## config.mk

```make
export PLATFORM = sky130hd
export DESIGN_NAME = flash_prog_seq
export DESIGN_NICKNAME = d
export VERILOG_FILES = /design/src/rtl/fps_pkg.sv /design/src/rtl/fps_strobe.sv /design/src/rtl/fps_addr.sv /design/src/rtl/flash_prog_seq.sv
export SDC_FILE = /design/constraint.sdc
export NUM_CORES = 1
export LEC_CHECK = 0
export ABC_AREA = 0
export ABC_CLOCK_PERIOD_IN_PS = 4910
export BUFFER_PORTS_ARGS = -buffer_cell sky130_fd_sc_hd__buf_4
export CAP_MARGIN = 5
export CORE_UTILIZATION = 53
export CTS_BUF_LIST = sky130_fd_sc_hd__clkbuf_16
export DETAILED_ROUTE_END_ITERATION = 6
export PLACE_DENSITY = 0.77
export SLEW_MARGIN = 30
export SYNTH_ARGS = -nofsm -noshare
export SYNTH_HDL_FRONTEND = slang
export SYNTH_SLANG_ARGS = --single-unit
```

## constraint.sdc

```tcl
create_clock -name clk -period 4.91 [get_ports clk]
set_clock_uncertainty 0.1 [all_clocks]
set_input_delay 0.2455 -clock clk [delete_from_list [all_inputs] [get_ports clk]]
set_output_delay 0.2455 -clock clk [all_outputs]
set_load 0.01 [all_outputs]
```

## src/rtl/fps_pkg.sv

```systemverilog
package fps_pkg;
  typedef enum logic [3:0] {
    S_IDLE, S_SIG0, S_SIG1, S_HSB, S_UNL0, S_UNL1, S_ERASE,
    S_HSBW, S_XA0, S_XA1, S_WAIT, S_LOAD, S_LOCK
  } seq_state_t;

  typedef enum logic [1:0] {P_IDLE, P_SETUP, P_LOW, P_HOLD} strobe_ph_t;
endpackage

```

## src/rtl/fps_strobe.sv

```systemverilog
module fps_strobe import fps_pkg::*; #(
  parameter int SETUP_CLKS = 2,
  parameter int LOW_CLKS   = 3,
  parameter int HOLD_CLKS  = 2
) (
  input  logic clk,
  input  logic rst,
  input  logic go,
  input  logic with_pulse,
  output logic busy,
  output logic done,
  output logic prog_n
);
  localparam int MAXC = (SETUP_CLKS > LOW_CLKS) ?
                        ((SETUP_CLKS > HOLD_CLKS) ? SETUP_CLKS : HOLD_CLKS) :
                        ((LOW_CLKS > HOLD_CLKS) ? LOW_CLKS : HOLD_CLKS);
  localparam int CW = $clog2(MAXC + 1);
  localparam logic [CW-1:0] SET_END  = CW'(SETUP_CLKS - 1);
  localparam logic [CW-1:0] LOW_END  = CW'(LOW_CLKS - 1);
  localparam logic [CW-1:0] HOLD_END = CW'(HOLD_CLKS - 1);

  strobe_ph_t    ph;
  logic [CW-1:0] cnt;
  logic          pulse_q;

  assign busy = (ph != P_IDLE);

  always_ff @(posedge clk) begin
    if (rst) begin
      ph      <= P_IDLE;
      cnt     <= '0;
      pulse_q <= 1'b0;
      done    <= 1'b0;
      prog_n  <= 1'b1;
    end else begin
      done <= 1'b0;
      case (ph)
        P_IDLE: if (go) begin
          ph      <= P_SETUP;
          cnt     <= '0;
          pulse_q <= with_pulse;
        end
        P_SETUP: if (cnt == SET_END) begin
          cnt <= '0;
          if (pulse_q) begin
            ph     <= P_LOW;
            prog_n <= 1'b0;
          end else begin
            ph   <= P_IDLE;
            done <= 1'b1;
          end
        end else cnt <= cnt + 1'b1;
        P_LOW: if (cnt == LOW_END) begin
          cnt    <= '0;
          ph     <= P_HOLD;
          prog_n <= 1'b1;
        end else cnt <= cnt + 1'b1;
        P_HOLD: if (cnt == HOLD_END) begin
          cnt  <= '0;
          ph   <= P_IDLE;
          done <= 1'b1;
        end else cnt <= cnt + 1'b1;
        default: ph <= P_IDLE;
      endcase
    end
  end
endmodule

```

## src/rtl/fps_addr.sv

```systemverilog
module fps_addr #(
  parameter int AW         = 16,
  parameter int PGW        = 8,
  parameter int PAGE_BYTES = 128
) (
  input  logic           clk,
  input  logic           rst,
  input  logic           load,
  input  logic           step,
  input  logic [AW-1:0]  base,
  input  logic [PGW-1:0] pages,
  output logic           aligned,
  output logic [AW-1:0]  addr,
  output logic           last,
  output logic           empty
);
  localparam int PBITS = $clog2(PAGE_BYTES);
  localparam int LW    = PGW + PBITS;

  logic [LW-1:0] left;

  assign aligned = (base[PBITS-1:0] == '0);
  assign last    = (left == LW'(1));
  assign empty   = (left == '0);

  always_ff @(posedge clk) begin
    if (rst) begin
      addr <= '0;
      left <= '0;
    end else if (load) begin
      addr <= base;
      left <= {pages, {PBITS{1'b0}}};
    end else if (step) begin
      addr <= addr + 1'b1;
      left <= left - 1'b1;
    end
  end
endmodule

```

## src/rtl/flash_prog_seq.sv

```systemverilog
module flash_prog_seq import fps_pkg::*; #(
  parameter int AW         = 16,
  parameter int PGW        = 8,
  parameter int PAGE_BYTES = 128,
  parameter int SETUP_CLKS = 2,
  parameter int LOW_CLKS   = 3,
  parameter int HOLD_CLKS  = 2,
  parameter logic [AW-1:0] SIG_ADDR0 = 16'h0030,
  parameter logic [AW-1:0] SIG_ADDR1 = 16'h0031,
  parameter logic [AW-1:0] HSB_ADDR  = 16'h0000,
  parameter logic [7:0] SIG_EXP0   = 8'h58,
  parameter logic [7:0] SIG_EXP1   = 8'hD7,
  parameter logic [7:0] MODE_IDLE  = 8'h00,
  parameter logic [7:0] MODE_SIG   = 8'h10,
  parameter logic [7:0] MODE_HSB   = 8'h11,
  parameter logic [7:0] MODE_UNL   = 8'h20,
  parameter logic [7:0] MODE_ERASE = 8'h21,
  parameter logic [7:0] MODE_HSBW  = 8'h22,
  parameter logic [7:0] MODE_XAF   = 8'h23,
  parameter logic [7:0] MODE_LOAD  = 8'h30,
  parameter logic [7:0] MODE_LOCK  = 8'h40
) (
  input  logic           clk,
  input  logic           rst,
  input  logic           start,
  input  logic [AW-1:0]  start_addr,
  input  logic [PGW-1:0] start_pages,
  input  logic           s_valid,
  input  logic [7:0]     s_data,
  output logic           s_ready,
  output logic           busy,
  output logic           done,
  output logic           err,
  output logic [7:0]     pin_ctrl,
  output logic [AW-1:0]  pin_addr,
  output logic [7:0]     pin_dout,
  output logic           pin_doe,
  input  logic [7:0]     pin_din,
  output logic           prog_n
);
  seq_state_t     state;
  logic           armed, recov;
  logic [7:0]     sig0_q, sig1_q, byte_q;
  logic           eng_busy, eng_done, go, with_pulse, is_op;
  logic           aligned, last, empty, start_ok, step;
  logic [AW-1:0]  cur_addr;
  logic [7:0]     nxt_ctrl, nxt_dout;
  logic [AW-1:0]  nxt_addr;
  logic           nxt_doe;

  assign is_op      = (state != S_IDLE) && (state != S_WAIT);
  assign go         = is_op && !armed && !eng_busy;
  assign with_pulse = !(state inside {S_SIG0, S_SIG1, S_HSB});
  assign start_ok   = (state == S_IDLE) && start && aligned;
  assign step       = eng_done && (state == S_LOAD);
  assign s_ready    = (state == S_WAIT);

  fps_strobe #(.SETUP_CLKS(SETUP_CLKS), .LOW_CLKS(LOW_CLKS), .HOLD_CLKS(HOLD_CLKS)) u_strobe (
    .clk(clk), .rst(rst), .go(go), .with_pulse(with_pulse),
    .busy(eng_busy), .done(eng_done), .prog_n(prog_n));

  fps_addr #(.AW(AW), .PGW(PGW), .PAGE_BYTES(PAGE_BYTES)) u_addr (
    .clk(clk), .rst(rst), .load(start_ok), .step(step),
    .base(start_addr), .pages(start_pages), .aligned(aligned),
    .addr(cur_addr), .last(last), .empty(empty));

  always_comb begin
    nxt_ctrl = MODE_IDLE;
    nxt_addr = '0;
    nxt_dout = 8'h00;
    nxt_doe  = 1'b1;
    case (state)
      S_SIG0:  begin nxt_ctrl = MODE_SIG;   nxt_addr = SIG_ADDR0; nxt_doe = 1'b0; end
      S_SIG1:  begin nxt_ctrl = MODE_SIG;   nxt_addr = SIG_ADDR1; nxt_doe = 1'b0; end
      S_HSB:   begin nxt_ctrl = MODE_HSB;   nxt_addr = HSB_ADDR;  nxt_doe = 1'b0; end
      S_UNL0:  begin nxt_ctrl = MODE_UNL;   nxt_dout = 8'h55; end
      S_UNL1:  begin nxt_ctrl = MODE_UNL;   nxt_dout = 8'hAA; end
      S_ERASE: nxt_ctrl = MODE_ERASE;
      S_HSBW:  begin nxt_ctrl = MODE_HSBW;  nxt_dout = 8'hFF; end
      S_XA0:   begin nxt_ctrl = MODE_XAF;   nxt_addr = SIG_ADDR0; nxt_dout = sig0_q; end
      S_XA1:   begin nxt_ctrl = MODE_XAF;   nxt_addr = SIG_ADDR1; nxt_dout = sig1_q; end
      S_LOAD:  begin nxt_ctrl = MODE_LOAD;  nxt_addr = cur_addr;  nxt_dout = byte_q; end
      S_LOCK:  nxt_ctrl = MODE_LOCK;
      default: nxt_doe = 1'b0;
    endcase
  end

  always_ff @(posedge clk) begin
    if (rst) begin
      state    <= S_IDLE;
      armed    <= 1'b0;
      recov    <= 1'b0;
      sig0_q   <= '0;
      sig1_q   <= '0;
      byte_q   <= '0;
      busy     <= 1'b0;
      done     <= 1'b0;
      err      <= 1'b0;
      pin_ctrl <= MODE_IDLE;
      pin_addr <= '0;
      pin_dout <= '0;
      pin_doe  <= 1'b0;
    end else if (state == S_IDLE) begin
      if (start_ok) begin
        busy  <= 1'b1;
        done  <= 1'b0;
        err   <= 1'b0;
        state <= S_SIG0;
      end
    end else if (state == S_WAIT) begin
      if (s_valid) begin
        byte_q <= s_data;
        state  <= S_LOAD;
      end
    end else if (go) begin
      pin_ctrl <= nxt_ctrl;
      pin_addr <= nxt_addr;
      pin_dout <= nxt_dout;
      pin_doe  <= nxt_doe;
      armed    <= 1'b1;
    end else if (eng_done) begin
      armed <= 1'b0;
      case (state)
        S_SIG0: begin sig0_q <= pin_din; state <= S_SIG1; end
        S_SIG1: begin
          sig1_q <= pin_din;
          if (sig0_q != SIG_EXP0 || pin_din != SIG_EXP1) begin
            err      <= 1'b1;
            done     <= 1'b1;
            busy     <= 1'b0;
            pin_ctrl <= MODE_IDLE;
            state    <= S_IDLE;
          end else state <= S_HSB;
        end
        S_HSB:   begin recov <= (pin_din != 8'hFF); state <= S_UNL0; end
        S_UNL0:  state <= S_UNL1;
        S_UNL1:  state <= recov ? S_ERASE : (empty ? S_LOCK : S_WAIT);
        S_ERASE: state <= S_HSBW;
        S_HSBW:  state <= S_XA0;
        S_XA0:   state <= S_XA1;
        S_XA1:   begin recov <= 1'b0; state <= S_UNL0; end
        S_LOAD:  state <= last ? S_LOCK : S_WAIT;
        S_LOCK: begin
          done     <= 1'b1;
          busy     <= 1'b0;
          pin_ctrl <= MODE_IDLE;
          pin_doe  <= 1'b0;
          state    <= S_IDLE;
        end
        default: state <= S_IDLE;
      endcase
    end
  end
endmodule

```

==> impl_metrics.py, run 1 <==
metrics = {
    "clock_tree": {
        "cts-htree-levels": 3,
        "clkSlewWorstSetupHoldPaths_ns": 0.07,
        "post_cts_buffers": 0,
        "cts_sinks": 101,
        "clock_path_buffers": 2,
        "cts_resized": 0,
        "cts_tree": "done",
        "hold_buffers": 0,
        "cts_root_buf": "clkbuf_16",
        "numCtsBuffers": 9,
        "clkLatencyLatePin_ns": 0.34,
    },
    "sta": {
        "setup_violations": 0,
        "finalCritPeriodShare_pct": 65.3,
        "slew-limit-headroom_pct": 38.3,
        "rsz0062_at_grt": "no",
        "tightest_slew_ns": 0.924,
        "fin_setup_tns_ns": 0,
        "hold_violations": 0,
        "slew_violations": 0,
        "period_needed_ns": 3.21,
        "max_freq_mhz": 312,
        "hold_slack_ns": 0.0306,
    },
    "route": {
        "dr_total_vias": 4390,
        "drt-initial-drc-count": 185,
        "drc": 14,
        "routed_via_density": 6.00,
        "post_drt_wl_per_cell_um": 16.4,
        "dr.pass1.iters": 7,
        "ant_nets": 0,
        "drt-total-wl_um": 12000,
    },
    "global_route": {
        "grt_pass1_wl_um": 20100,
        "grt_max_degree": 80,
        "first_global_vias": 4221,
        "antenna_found_initial": 0,
        "grt-busiest-layer": "met2",
        "use_met3_pct": 4.15,
        "met2_usage_pct": 43.4,
        "track_usage_pct": 25.8,
        "grt-ovfl-total": 0,
        "grt.met1_usage_pct": 33.7,
    },
    "pwr": {
        "ir_worst_vdd_uv": 198,
        "pwr_density_cell_nw_per_um2": 275,
        "leakage_nw": 2.38,
    },
    "logic_synthesis": {
        "async_flop_share_pct": 0,
        "yosysWarnings": 0,
        "syn_avg_cell_area_um2": 8.53,
        "synth_cell_types": 69,
        "yosysTopAreaCellShare_pct": 41.6,
        "ys_top_cells_by_area": "dfxtp_1 42%, nor2_1 6.5%, mux2i_1 5.8%",
        "post-synth-top-area-cell": "dfxtp_1",
        "ys_seq_elements": 101,
        "synth_area_um2": 4860,
        "postSynthCellCount": 570,
        "synth-main-ff-cell": "dfxtp_1",
        "synth_edf_count": 0,
        "seq_area_frac_synth_pct": 41.6,
    },
    "die": {
        "start_util_pct": 55.2,
        "fp-row-count": 34,
        "ios": 82,
        "die_area_um2": 9560,
        "core_area_um2": 8810,
        "die_h_um": 97.8,
        "die_x_um": 97.8,
    },
    "worst_setup_path": {
        "cp-start-kind": "flop",
        "path_class": "flop to flop",
        "required_ns": 5.01,
        "end_kind": "flop",
        "r2r_slack_ns": 1.70,
        "crit_start": "state[1]",
        "crit_fanout": 28,
        "r2r_start": "state[1]",
        "arrival_ns": 3.31,
    },
    "layout": {
        "final_cell_mix": "101 x dfxtp_1, 84 x nor2_1, 79 x buf_4",
        "nFillCells": 768,
        "final_nets": 667,
        "drive_gt1_share_pct": 17.3,
        "final_common_cell": "dfxtp_1",
        "area_growth_pct": 16.9,
        "insertedDiodeCount": 0,
    },
    "job": {
        "maxCapViolCount": 0,
    },
    "hold_path": {
        "min_from": "s_data[3]",
        "hp-class": "primary input to flop",
    },
    "status": {
        "violations": "design-rule violations",
        "outcome": "finished with violations",
    },
    "place": {
        "port_buffers": 78,
        "place_hpwl_um": 8350,
        "gp_congestion": 0.904,
    },
}
## routing by layer
metal	routed length (µm)	vias to the layer above
met4	236	0
li1	-	2174
met1	5340	2045
met5	0	-
met3	681	25
met2	5750	146
## worst max-delay path, stage by stage (launching register included)
cell and delay [ns]:
dfxtp_1 0.93, xnor2_1 0.28, a21o_1 0.75, nand3_1 0.62
mux2i_1 0.32, nor2_1 0.07
## cells by family (layout without fill, tap and decap cells)
family | count (synthesis) | in the layout | share of synthesized area [%]
DFF | 101 | 101 | 41.6
muxes | 29 | 29 | 6.00
and+or+nand+nor | 216 | 216 | 23.0
xor gates and xnor gates | 18 | 18 | 3.24
adders and majority gates | 5 | 5 | 1.24
AOI/OAI and AO/OA | 144 | 144 | 19.5
buffers and inverters | 56 | 108 | 5.28
other | 1 | 3 | 0.0772
## synth_stat cells (all sizes together), types with 2 or more instances
master / n
nor3: 11
dfxtp: 101
and3: 17
inv: 11
o21a: 2
a2bb2oi: 4
a22oi: 6
a21oi: 48
clkbuf: 22
o32ai: 5
o21ai: 21
nand4: 14
nor2: 84
a32o: 4
o221a: 2
a311oi: 4
nand3b: 2
a22o: 5
a21boi: 2
o311ai: 3
o22ai: 7
nand2: 26
mux2i: 28
a211oi: 10
o211ai: 3
clkinv: 2
ha: 4
nor2b: 6
xnor2: 7
or4: 8
a31oi: 11
nor4: 4
or3: 9
and2: 6
nand3: 17
nand2b: 4
xor2: 11
buf: 21
## worst paths after layout
kind                  endpoint  cells after the start
setup / recovery     sig1_q[7]                      5
hold / removal       byte_q[3]                      3
setup reg to reg     sig1_q[7]                      5
hold reg to reg   pin_addr[14]                      2
## layout make-up
cell class	instances	area, µm²	share of cell area (%)
multi-input combinational	415	2590	45.7
clock buffer	9	225	3.96
sequential	101	2020	35.6
tap	108	135	2.38
clock inverter	7	61.3	1.08
inverter	13	48.8	0.859
timing repair buffer	79	593	10.4
## power by group
part | internal, W | switching [W] | leakage, nW | total, W
Clock | 0.000353 | 0.000329 | 0.145 | 0.000682
Combinational | 0.0000281 | 0.0000307 | 1.42 | 0.0000588
Sequential | 0.000820 | 0.00000203 | 0.813 | 0.000822
Total | 0.00120 | 0.000362 | 2.38 | 0.00156
## registers in the layout, summed over array words and instances, names as in the netlist, 2 cells and up, named ones only
name and flops:
byte_q 8, pin_addr 16, pin_ctrl 5, pin_dout 8, sig0_q 8, sig1_q 8, state 4, u_addr.addr 16
u_addr.left 15, u_strobe.cnt 2
## through the flow
stage | worst slack, ns | util (%) | total power, W | cells | area (µm²)
after CTS | 1.73 | 64.5 | 0.00157 | 732 | 5680
final | 1.70 | 64.5 | 0.00156 | 732 | 5680
after global routing | 1.47 | 64.5 | 0.00161 | 732 | 5680
after global placement | 1.88 | 61.2 | 0.000899 | 716 | 5390
after detailed placement | 1.75 | 61.2 | 0.000900 | 716 | 5390
after floorplan | 2.90 | - | 0.000867 | 572 | 4870
Note: power is estimated with default switching activity, not from simulation.
==> run 2: changes to the inputs <==
--- a/config.mk
+++ b/config.mk
@@ -6,10 +6,10 @@
 export NUM_CORES = 1
 export LEC_CHECK = 0
 export ABC_AREA = 0
-export ABC_CLOCK_PERIOD_IN_PS = 4910
+export ABC_CLOCK_PERIOD_IN_PS = 2900
 export BUFFER_PORTS_ARGS = -buffer_cell sky130_fd_sc_hd__buf_4
 export CAP_MARGIN = 5
-export CORE_UTILIZATION = 53
+export CORE_UTILIZATION = 51
 export CTS_BUF_LIST = sky130_fd_sc_hd__clkbuf_16
 export DETAILED_ROUTE_END_ITERATION = 6
 export PLACE_DENSITY = 0.77
==> constraint.sdc (replaced) <==
create_clock -name clk -period 2.9 [get_ports clk]
set_clock_uncertainty 0.1 [all_clocks]
set_input_delay 0.145 -clock clk [delete_from_list [all_inputs] [get_ports clk]]
set_output_delay 0.145 -clock clk [all_outputs]
set_load 0.01 [all_outputs]
==> run 2 against run 1 <==
  * The run ends with negative hold slack left
  * Final area grew 6.3%
  * Combinational power increased by 120%
  * Via count rose by 4.0%
  * Utilization up 0.81 points
  * Critical path type unchanged
==> impl_metrics.py, run 2 (synthesis results as in run 1) <==
metrics = {
    "status": {
        "outcome": "finished with violations",
        "violations": "negative hold slack",
    },
    "die": {
        "ios": 82,
        "die_area_um2": 9920,
        "core_area_um2": 9240,
        "start_util_pct": 52.6,
        "die_h_um": 99.6,
        "fp-row-count": 35,
        "die_x_um": 99.6,
    },
    "route": {
        "wl_met3_um": 551,
        "drt-initial-drc-count": 266,
        "drt-total-wl_um": 12500,
        "dr.pass1.iters": 5,
        "drc": 0,
        "ant_nets": 0,
        "highest_layer": "met4",
        "post_drt_wl_per_cell_um": 15.9,
        "routed_via_density": 5.79,
        "dr_total_vias": 4565,
        "wl_met1_um": 5470,
        "wl_met2_um": 6240,
    },
    "layout": {
        "stdcell_count": 789,
        "nFillCells": 788,
        "insertedDiodeCount": 0,
        "regArea_um2": 2020,
        "drive_gt1_share_pct": 18.0,
        "reg.largest.list": "pin_addr x16, u_addr.addr x16, u_addr.left x15",
        "final_common_cell": "dfxtp_1",
        "final_cell_mix": "101 x dfxtp_1, 94 x buf_4, 84 x nor2_1",
        "area_growth_pct": 24.2,
        "final_cell_area_um2": 6040,
        "multi_input_area_um2": 2590,
        "final_nets": 705,
    },
    "clock_tree": {
        "cts_resized": 0,
        "post_cts_buffers": 0,
        "cts_sinks": 101,
        "clock_path_buffers": 2,
        "numCtsBuffers": 9,
        "cts_root_buf": "clkbuf_16",
        "clkLatencyLatePin_ns": 0.34,
        "cts-htree-levels": 3,
        "clkSlewWorstSetupHoldPaths_ns": 0.07,
        "cts_tree": "done",
    },
    "sta": {
        "finalCritPeriodShare_pct": 81.9,
        "rsz0062_at_grt": "no",
        "hold_slack_ns": -0.00167,
        "tightest_slew_ns": 0.826,
        "setup_violations": 0,
        "fin_setup_tns_ns": 0,
        "slew-limit-headroom_pct": 45.0,
        "period_needed_ns": 2.37,
        "hold_violations": 1,
        "max_freq_mhz": 421,
        "slew_violations": 0,
    },
    "place": {
        "port_buffers": 78,
        "gp_congestion": 0.877,
        "place_hpwl_um": 8790,
        "dpl_cell_area_um2": 5530,
        "dp.cells": 752,
    },
    "worst_setup_path": {
        "slowest_delay_ns": 0.64,
        "crit_fanout": 17,
        "critical_path_buf_inv_count": 1,
        "arrival_ns": 2.52,
        "cp-start-kind": "flop",
        "cp_slowest_cell": "dfxtp_1",
        "end_kind": "flop",
        "required_ns": 3.05,
        "crit_family": "simple AND/OR/NAND/NOR gates",
        "path_cells": "and4b_1 > buf_4 > nand4_1 > or3_1 > a311oi_1",
        "path_class": "flop to flop",
    },
    "global_route": {
        "grt-ovfl-total": 0,
        "antenna_found_initial": 0,
        "first_global_vias": 4390,
        "track_usage_pct": 26.2,
        "grt_pass1_wl_um": 20700,
        "grt_max_degree": 79,
    },
    "pwr": {
        "switching_share_pct": 21.1,
        "pwr_density_cell_nw_per_um2": 444,
        "p_total_w": 0.00268,
        "pwr-share-clk_pct": 43.3,
        "pwr-share-comb_pct": 4.8,
        "p_seq_share_pct": 51.9,
        "leakage_nw": 2.53,
        "power_switching_w": 0.000566,
        "ir_worst_vdd_uv": 363,
        "p_int_w": 0.00211,
    },
    "job": {
        "maxCapViolCount": 0,
    },
    "hold_path": {
        "hp-class": "primary input to flop",
    },
}
run 2: power groups by stage:
| stage | Sequential [W] | Clock, W | Combinational (W) |
|---|---|---|---|
| 6_report | 0.00139 | 0.00116 | 0.000128 |
| 5_1_grt | 0.00139 | 0.00123 | 0.000138 |
| 4_1_cts | 0.00139 | 0.00117 | 0.000127 |
| 3_5_place_dp | 0.00142 | 0 | 0.000102 |
| 3_3_place_gp | 0.00142 | 0 | 0.000101 |
| 2_1_floorplan | 0.00142 | 0 | 0.0000450 |
run 2: worst register-to-register path, cell delays in order, from the launching register on:
cell,delay (ns)
dfxtp_1,0.64
and4b_1,0.39
buf_4,0.22
nand4_1,0.28
or3_1,0.41
a311oi_1,0.26
run 2: layout make-up:
type	instances	share of cell area, %
sequential	101	33.5
inverter	13	0.808
tap	129	2.67
clock buffer	9	3.73
clock inverter	5	0.891
timing repair buffer	117	15.5
multi-input combinational	415	42.9
run 2: worst paths after layout:
kind / startpoint / end / slack (ns) / cells after the start
worst min register to register: pin_ctrl[6] / pin_ctrl[6] / 0.36 / 2
worst max-delay path: state[3] / u_addr.addr[8] / 0.53 / 5
worst min-delay path: start_pages[1] / u_addr.left[8] / -0.002 / 3
worst max register to register: state[3] / u_addr.addr[8] / 0.53 / 5
run 2: stage by stage:
stage               utilization (%)  hold WS (ns)  setup WS [ns]
detailed placement             59.8         0.292          0.550
CTS                            65.3       0.00141          0.535
global placement               59.8         0.276          0.604
global route                   65.3       0.00326          0.368
finish                         65.3      -0.00167          0.526
floorplan                         -         0.181          0.887
run 2: repair_timing:
item / 4_1_cts / 5_1_grt
hold buffers: 23 / 0
endpoints found under the hold margin: 30 / 0
endpoints found under the setup margin: 0 / 0
run 2: layer usage:
| metal | vias up | global-route usage, % |
|---|---|---|
| met5 | - | 0 |
| met4 | 0 | 10.7 |
| met3 | 26 | 4.92 |
| met2 | 127 | 45.2 |
| met1 | 2179 | 32.2 |
| li1 | 2233 | - |
==> run 3: changes to the inputs <==
--- a/config.mk
+++ b/config.mk
@@ -6,10 +6,10 @@
 export NUM_CORES = 1
 export LEC_CHECK = 0
 export ABC_AREA = 0
-export ABC_CLOCK_PERIOD_IN_PS = 2900
+export ABC_CLOCK_PERIOD_IN_PS = 2250
 export BUFFER_PORTS_ARGS = -buffer_cell sky130_fd_sc_hd__buf_4
 export CAP_MARGIN = 5
-export CORE_UTILIZATION = 51
+export CORE_UTILIZATION = 53
 export CTS_BUF_LIST = sky130_fd_sc_hd__clkbuf_16
 export DETAILED_ROUTE_END_ITERATION = 6
 export PLACE_DENSITY = 0.77
==> constraint.sdc (replaced) <==
create_clock -name clk -period 2.25 [get_ports clk]
set_clock_uncertainty 0.1 [all_clocks]
set_input_delay 0.1125 -clock clk [delete_from_list [all_inputs] [get_ports clk]]
set_output_delay 0.1125 -clock clk [all_outputs]
set_load 0.01 [all_outputs]
==> run 3 against run 2 <==
  * The run ends with design-rule violations left
  * Non-clock buffer count up 19
  * Via count up 4.6%
  * Sequential power up 29%
  * Global-route usage up 1.7 points
  * First-iteration DRC count up 33%
  * Count of clock-buffer cells in the layout unchanged
  * Routed wire length up 5.7%
  * Largest power group unchanged
  * Cell count unchanged
  * Largest cell class unchanged
  * Final area up 3.0%
==> impl_metrics.py, run 3 (synthesis results as in run 1) <==
metrics = {
    "status": {
        "outcome": "finished with violations",
        "violations": "design-rule violations",
    },
    "clock_tree": {
        "cts-htree-levels": 3,
        "numCtsBuffers": 9,
        "cts_resized": 0,
        "cts_sinks": 101,
        "clock_path_buffers": 2,
        "clkSlewWorstSetupHoldPaths_ns": 0.07,
        "cts_tree": "done",
        "clkLatencyLatePin_ns": 0.34,
        "cts_root_buf": "clkbuf_16",
    },
    "place": {
        "dp_slack_ns": 0.124,
        "gp_congestion": 0.879,
        "place_hpwl_um": 8920,
        "port_buffers": 78,
    },
    "die": {
        "fp-row-count": 34,
        "die_x_um": 97.8,
        "start_util_pct": 55.2,
        "die_h_um": 97.8,
        "die_area_um2": 9560,
        "core_area_um2": 8810,
        "ios": 82,
    },
    "worst_setup_path": {
        "crit_family": "compound AO/OA/AOI/OAI gates",
        "arrival_ns": 2.35,
        "path_class": "flop to flop",
        "crit_fanout": 8,
        "path_cells": "buf_4 > xor2_1 > o311ai_1 > and3_1 > a211oi_2 > o32ai_1",
        "end_kind": "flop",
        "cp_slowest_cell": "o311ai_1",
        "cp-start-kind": "flop",
        "critical_path_buf_inv_count": 1,
        "slowest_delay_ns": 0.64,
        "required_ns": 2.39,
    },
    "sta": {
        "fin_setup_tns_ns": 0,
        "hold_violations": 0,
        "slew_violations": 0,
        "setup_violations": 0,
        "period_needed_ns": 2.21,
        "worst_slack_ns": 0.0442,
        "finalCritPeriodShare_pct": 98.0,
        "max_freq_mhz": 453,
        "slew-limit-headroom_pct": 46.2,
        "tightest_slew_ns": 0.807,
        "rsz0062_at_grt": "yes",
    },
    "layout": {
        "final_nets": 724,
        "multi_input_area_um2": 2590,
        "regArea_um2": 2020,
        "nFillCells": 697,
        "fin_util_pct": 70.6,
        "drive_gt1_share_pct": 19.4,
        "insertedDiodeCount": 0,
        "final_common_cell": "buf_4",
        "area_growth_pct": 27.9,
        "final_cell_mix": "105 x buf_4, 101 x dfxtp_1, 84 x nor2_1",
        "reg.largest.list": "pin_addr x16, u_addr.addr x16, u_addr.left x15",
    },
    "route": {
        "drt-total-wl_um": 13300,
        "wl_met2_um": 6630,
        "wl_met3_um": 757,
        "ant_nets": 0,
        "highest_layer": "met4",
        "post_drt_wl_per_cell_um": 16.8,
        "dr_total_vias": 4777,
        "routed_via_density": 6.05,
        "drc": 14,
        "wl_met1_um": 5540,
        "dr.pass1.iters": 7,
        "drt-initial-drc-count": 354,
    },
    "pwr": {
        "pwr-share-clk_pct": 45.9,
        "p_int_w": 0.00287,
        "switching_share_pct": 21.3,
        "pwr_density_cell_nw_per_um2": 587,
        "power_switching_w": 0.000778,
        "ir_worst_vdd_uv": 419,
        "leakage_nw": 2.65,
        "p_seq_share_pct": 49.1,
        "pwr-share-comb_pct": 5.0,
    },
    "global_route": {
        "track_usage_pct": 27.9,
        "first_global_vias": 4564,
        "grt-ovfl-total": 0,
        "grt_max_degree": 79,
        "grt_pass1_wl_um": 21500,
        "antenna_found_initial": 0,
    },
    "hold_path": {
        "hp-class": "primary input to flop",
    },
    "job": {
        "maxCapViolCount": 0,
    },
}
==> run 3: cell count changes in the layout (fill, tap and decap cells not counted), sizes merged <==
| cell | delta |
|---|---|
| bufinv | +1 |
| inv | +1 |
| dlygate4sd3 | +8 |
| buf | +11 |
==> run 3: final cells by class <==
type,instances,share of cell area [%]
multi-input cells,415,41.6
flip-flops and latches,101,32.5
repair buffers,136,17.7
clock buffers,9,3.62
well taps,108,2.17
clock inverters,7,1.59
inverters,13,0.785
==> run 3: repair_timing <==
item                       in CTS  in global routing
setup buffers                   0                  2
hold endpoints to repair       38                  1
hold buffers                   30                  1
setup endpoints to repair       0                 16
==> run 3: tightest hold or removal path, stage by stage <==
cell and delay [ns]:
buf_4 0.08, a22oi_1 0.06, a31oi_1 0.15
==> run 3: through the flow <==
step	cell area (µm²)	total power (W)	instances	hold WS, ns
after floorplan	4870	0.00189	572	0.148
after global placement	5570	0.00197	740	0.244
after detailed placement	5570	0.00197	740	0.253
after CTS	6190	0.00365	786	0.00376
after global routing	6220	0.00375	789	0.0127
final	6220	0.00365	789	0.00729
==> run 3: layer usage <==
layer	vias up	track usage, %
met1	2281	33.4
li1	2277	-
met4	0	11.2
met5	-	0
met2	188	49.3
met3	31	5.37
==> run 3: power by group through the flow <==
stage	logic, W	clock network, W	registers [W]
floorplan	0.0000580	0	0.00183
global placement	0.000132	0	0.00183
detailed placement	0.000134	0	0.00183
CTS	0.000176	0.00168	0.00179
global route	0.000194	0.00176	0.00179
finish	0.000181	0.00167	0.00179
==> run 3: final timing paths <==
kind	from	end	slack, ns	cells after the start
worst max-delay path	state[3]	state[1]	0.04	6
worst min-delay path	start_addr[15]	u_addr.addr[15]	0.007	3
worst max register to register	state[3]	state[1]	0.04	6
worst min register to register	pin_addr[14]	pin_addr[14]	0.36	2
